--- src/rtl/ddc_page_master.sv ---
module ddc_page_master #(
  parameter int DIV_W = 12,
  parameter logic [DIV_W-1:0] DIV_RST = DIV_W'(288)
) (
  input  logic        clk,
  input  logic        rst_n,
  input  logic        wr_en,
  input  logic [3:0]  addr,
  input  logic [31:0] wdata,
  output logic [31:0] rdata,
  output logic        scl_o,
  output logic        scl_oe,
  input  logic        scl_i,
  output logic        sda_o,
  output logic        sda_oe,
  input  logic        sda_i
);
  localparam logic [2:0] M_START = 3'd1, M_WR = 3'd2, M_STOP = 3'd3, M_RDN = 3'd4, M_RDA = 3'd5;

  logic od_sel, stretch_en, m_en;
  logic [DIV_W-1:0] div;
  logic busy;
  logic [2:0] mode, plen;
  logic [7:0] ackv;
  logic [63:0] dat;
  logic [1:0] scl_sy, sda_sy;
  logic [DIV_W-1:0] tick;
  logic [1:0] q;
  logic [3:0] bit_i;
  logic [2:0] byte_i;
  logic [7:0] rx;
  logic hold_scl, hold_sda;
  logic scl_b, sda_b;

  wire scl_s = scl_sy[1];
  wire sda_s = sda_sy[1];
  wire [DIV_W-1:0] div_eff = (div < DIV_W'(2)) ? DIV_W'(2) : div;
  wire rd_mode = (mode == M_RDN) || (mode == M_RDA);
  wire byte_mode = rd_mode || (mode == M_WR);
  wire stall = stretch_en && (q == 2'd1 || q == 2'd2) && !scl_s;
  wire q_end = busy && !stall && (tick == div_eff - DIV_W'(1));
  wire last_slot = !byte_mode || (bit_i == 4'd8 && byte_i == plen);
  wire done = q_end && (q == 2'd3) && last_slot;
  wire [7:0] cur_tx = dat[{byte_i, 3'b000} +: 8];
  wire tx_bit = cur_tx[3'd7 - bit_i[2:0]];
  wire wr_c0 = wr_en && addr[3:2] == 2'd0;
  wire wr_c1 = wr_en && addr[3:2] == 2'd1;
  wire wr_d0 = wr_en && addr[3:2] == 2'd2;
  wire wr_d1 = wr_en && addr[3:2] == 2'd3;
  wire mode_ok = wdata[6:4] >= M_START && wdata[6:4] <= M_RDA;
  wire trig_ok = wr_c1 && wdata[0] && !busy && m_en && mode_ok;
  wire sample = q_end && q == 2'd1 && byte_mode;

  always_comb begin
    scl_b = 1'b1;
    sda_b = 1'b1;
    case (mode)
      M_START: begin
        scl_b = q[0] ^ q[1];
        sda_b = !q[1];
      end
      M_STOP: begin
        scl_b = q != 2'd0;
        sda_b = q[1];
      end
      default: begin
        scl_b = q[0] ^ q[1];
        if (bit_i == 4'd8) sda_b = rd_mode ? !(mode == M_RDA || byte_i != plen) : 1'b1;
        else sda_b = rd_mode ? 1'b1 : tx_bit;
      end
    endcase
  end

  wire scl_lvl = busy ? scl_b : hold_scl;
  wire sda_lvl = busy ? sda_b : hold_sda;

  assign scl_oe = od_sel ? !scl_lvl : 1'b1;
  assign scl_o  = od_sel ? 1'b0 : scl_lvl;
  assign sda_oe = od_sel ? !sda_lvl : 1'b1;
  assign sda_o  = od_sel ? 1'b0 : sda_lvl;

  always_comb begin
    case (addr[3:2])
      2'd0: rdata = {od_sel, 3'b000, 12'(div), 12'h000, scl_s, sda_s, m_en, stretch_en};
      2'd1: rdata = {8'h00, ackv, 5'b00000, plen, 1'b0, mode, 3'b000, busy};
      2'd2: rdata = dat[31:0];
      default: rdata = dat[63:32];
    endcase
  end

  always_ff @(posedge clk or negedge rst_n) begin
    if (!rst_n) begin
      scl_sy <= 2'b11;
      sda_sy <= 2'b11;
    end else begin
      scl_sy <= {scl_sy[0], scl_i};
      sda_sy <= {sda_sy[0], sda_i};
    end
  end

  always_ff @(posedge clk or negedge rst_n) begin
    if (!rst_n) begin
      od_sel <= 1'b0;
      stretch_en <= 1'b0;
      m_en <= 1'b0;
      div <= DIV_RST;
    end else if (wr_c0) begin
      od_sel <= wdata[31];
      div <= DIV_W'(wdata[27:16]);
      m_en <= wdata[1];
      stretch_en <= wdata[0];
    end
  end

  always_ff @(posedge clk or negedge rst_n) begin
    if (!rst_n) begin
      busy <= 1'b0;
      mode <= 3'd0;
      plen <= 3'd0;
      tick <= '0;
      q <= 2'd0;
      bit_i <= 4'd0;
      byte_i <= 3'd0;
      hold_scl <= 1'b1;
      hold_sda <= 1'b1;
    end else if (!busy) begin
      if (wr_c1) begin
        mode <= wdata[6:4];
        plen <= wdata[10:8];
      end
      if (trig_ok) begin
        busy <= 1'b1;
        tick <= '0;
        q <= 2'd0;
        bit_i <= 4'd0;
        byte_i <= 3'd0;
      end
    end else if (q_end) begin
      tick <= '0;
      q <= q + 2'd1;
      if (done) begin
        busy <= 1'b0;
        hold_scl <= scl_b;
        hold_sda <= sda_b;
      end else if (q == 2'd3 && byte_mode) begin
        if (bit_i == 4'd8) begin
          bit_i <= 4'd0;
          byte_i <= byte_i + 3'd1;
        end else begin
          bit_i <= bit_i + 4'd1;
        end
      end
    end else if (!stall) begin
      tick <= tick + DIV_W'(1);
    end
  end

  always_ff @(posedge clk or negedge rst_n) begin
    if (!rst_n) begin
      dat <= 64'd0;
      ackv <= 8'd0;
      rx <= 8'd0;
    end else if (!busy) begin
      if (wr_d0) dat[31:0] <= wdata;
      if (wr_d1) dat[63:32] <= wdata;
      if (trig_ok) ackv <= 8'd0;
    end else if (sample) begin
      if (bit_i == 4'd8) begin
        ackv[byte_i] <= !sda_s;
      end else begin
        rx <= {rx[6:0], sda_s};
        if (bit_i == 4'd7 && rd_mode) dat[{byte_i, 3'b000} +: 8] <= {rx[6:0], sda_s};
      end
    end
  end
endmodule


--- config.mk ---
export PLATFORM = sky130hd
export DESIGN_NAME = ddc_page_master
export DESIGN_NICKNAME = d
export VERILOG_FILES = /design/src/rtl/ddc_page_master.sv
export SDC_FILE = /design/constraint.sdc
export NUM_CORES = 1
export LEC_CHECK = 0
export BUFFER_PORTS_ARGS = -buffer_cell sky130_fd_sc_hd__buf_2
export CAP_MARGIN = 10
export CELL_PAD_IN_SITES_DETAIL_PLACEMENT = 0
export CELL_PAD_IN_SITES_GLOBAL_PLACEMENT = 1
export CORE_ASPECT_RATIO = 1.1
export CORE_UTILIZATION = 36
export DETAILED_ROUTE_END_ITERATION = 8
export GPL_ROUTABILITY_DRIVEN = 0
export PLACE_DENSITY_LB_ADDON = 0.1
export SLEW_MARGIN = 25
export SYNTH_ARGS = -nofsm -noshare
export SYNTH_HDL_FRONTEND = slang
export SYNTH_SLANG_ARGS = --single-unit
--- constraint.sdc ---
create_clock -name clk -period 12.5 [get_ports clk]
set_input_delay 1.875 -clock clk [delete_from_list [all_inputs] [get_ports clk]]
set_output_delay 1.875 -clock clk [all_outputs]
set_load 0.03 [all_outputs]
==> qor.txt <==
Area contributors post-synth: dfrtp_1 38%, mux2_2 10%, mux2i_1 6.6%, nand2_1 6.2%, mux4_2 3.9%
Data required, critical path: 10.62 ns
I/O pins: 77
Post-route ant nets: 0
Commonest cells in the netlist: 133 x nand2_1, 120 x dfrtp_1, 73 x mux2_2
Clock sink total: 128
Die area: 22800 sq um
GRT met1 Usage: 0.305
Final Cycle Share: 0.434
Endpoints failing hold: 0
Status: completed
Compound-Gate Fraction of Synth Area: 0.126
Clock H-tree levels: 4
Setup crit end kind: output port
CTS Hold Bufs: 0
DP Area: 8640 sq um
Top_reg_cell synth: dfrtp_1
Core area: 21500 sq um
Final worst slack: 7.07 ns
Combinational family with the most area after synthesis: multiplexers
Port bufs: 74
Leak: 4.41 nW
CTS-repair resized insts: 0
IR drop worst, VDD: 0.0000954 V
Global-route wire length before repair: 39.2 mm
Post-Route WL: 25.9 mm
Die Y: 158 um
CTS tree: done
Synth warn: 0
Worst-path clk slew: 0.06 ns
RSZ-0062 raised after global routing: no
CP Max Fanout: 16
Via count: 6508
Setup Buffers After CTS: 0
FMAX: 184 MHz
Period minus WS final: 5.43 ns
Vias/cell: 5.52
TritonCTS buffer count: 17
GR Util met2: 0.413
Post-synthesis register bit count: 128
Worst Hold Class: flop to flop
Total Routing Usage GR: 0.238
Final setup viols: 0
Mux contribution to synthesized area: 0.209
Sequential fraction of the synthesis area: 0.402
WL per Instance: 22.0 um
Clock Tree Buf Depth: 2
Post-Synth XOR/XNOR Area: 0.0252
Clk Latency, worst-skew pair: 0.42 ns
Asr flop ratio synth: 1.00
Initial antenna violation count: 0
Yosys top cell by area: dfrtp_1
Max-cap violation count: 0
DP Wirelength: 18.8 mm
Layout cells sized above 1: 0.260
1st-iter DRT viols: 458
Synthesized instance count: 820
Synth top area share: 0.376
Synth Area per Inst: 9.75 sq um
Most frequent cell after synthesis: nand2_1
Grt total ovfl: 0
Max_slew headroom: 0.401
Total power: 1.71 mW
Post-synth EDFFs: 0
Root Driver: clkbuf_16
Actual slew at the worst max-slew pin: 0.891 ns
Clock skew: 0.00932 ns
Syn Nets: 874
Die X: 144 um
Flip-flop and latch area: 3210 sq um
Busiest grt layer: met2
Drt first pass iters: 5
Area Overhead vs Synth: 15.6%
Rows: 56
Area occupied by multi-input gates: 4450 sq um
Initial Util: 0.372
Design area: 9240 sq um
Final Net Count: 929
Met3 usage: 0.0367
CP arrival: 3.55 ns
Simple-Gate Fraction of Synth Area: 0.176
Fin Hold WS: 0.357 ns
Pre-CTS WS: 6.76 ns
Fill count: 2148
Netlist cell types: 67
Inserted Diodes: 0
Vias in the first global route: 6455
Synthesized area: 7990 sq um
Post-Synth Adder-Cell Area: 0.0204
Largest net degree at the start of global routing: 66
CP Launch Type: flop
TNS Setup: 0 ns
PD cells: 185 nW/um^2
Pins Over Slew Limit: 0
Worst setup path class: flop to output port
DRC Markers: 0
[path summary, 6_finish.rpt]
kind                                            start                    to  slack [ns]  cells past startpoint
worst min register to register    scl_sy[0]$_DFF_PN1_   scl_sy[1]$_DFF_PN1_        0.36                      0
worst max register to register     div[4]$_DFFE_PN0P_   dat[26]$_DFFE_PN0P_        7.63                     11
worst max-delay path            byte_i[2]$_DFFE_PN0P_                 sda_o        7.07                      8
min in group asynchronous                       rst_n  tick[11]$_DFFE_PN0P_        1.45                      1
max in group asynchronous                       rst_n    dat[4]$_DFFE_PN0P_        9.69                      2
worst min-delay path              scl_sy[0]$_DFF_PN1_   scl_sy[1]$_DFF_PN1_        0.36                      0
[routing by layer]
metal | vias up | routed length, um
li1 | 3022 | -
met1 | 3309 | 11200
met2 | 148 | 13300
met3 | 29 | 1050
met4 | 0 | 467
met5 | - | 0
[sequential cells by signal (all words and copies together), names as in the netlist]
name,cells
dat,64
div,12
tick,12
ackv,8
rx,7
bit_i,4
byte_i,3
mode,3
plen,3
q,2
scl_sy,2
sda_sy,2
busy,1
hold_scl,1
hold_sda,1
m_en,1
od_sel,1
stretch_en,1
[cell families after synthesis]
kind of cell,Yosys count
xor gates and xnor gates,23
AOI/OAI and AO/OA,145
muxes,140
and+or+nand+nor,282
DFF,128
adders and majority gates,13
buffers and inverters,89
[cells in the final DEF, fill, tap and decap left out, drive strengths merged, types with 13 or more instances in the layout]
| cell type | n |
|---|---|
| nor2b | 34 |
| a22o | 14 |
| o21ai | 29 |
| inv | 41 |
| mux2i | 53 |
| nand4 | 13 |
| nand2 | 133 |
| buf | 87 |
| ha | 13 |
| nand3 | 17 |
| a21oi | 56 |
| mux4 | 14 |
| mux2 | 73 |
| xnor2 | 17 |
| dfrtp | 120 |
| clkbuf | 18 |
| nor2 | 33 |
[through the flow]
step / utilization / std cells
floorplan: - / 820
global placement: 0.402 / 1146
detailed placement: 0.402 / 1146
CTS: 0.429 / 1178
global route: 0.429 / 1178
finish: 0.429 / 1178
[report_power, final]
part           switching (mW)  total [mW]  internal (mW)  leakage (nW)
combinational           0.351       0.594          0.242          2.61
sequential              0.109       0.611          0.501          1.52
clock                   0.205       0.508          0.302         0.286
[worst max-delay path, cell delays in order (launching register included)]
cell,delay [ns]
dfrtp_1,0.73
nor2b_1,0.70
a221o_1,0.27
a21oi_1,0.06
o311ai_0,0.42
o31a_1,0.28
o31ai_1,0.15
a311oi_1,0.27
buf_2,0.24
[layout make-up]
| cell class | instances | area share |
|---|---|---|
| multi-input cells | 603 | 0.482 |
| well taps | 290 | 0.0393 |
| repair buffers | 87 | 0.0513 |
| clock inverters | 14 | 0.0169 |
| clock buffers | 18 | 0.0475 |
| flip-flops and latches | 128 | 0.348 |
| inverters | 38 | 0.0154 |
(Power assumes the default switching activity.)
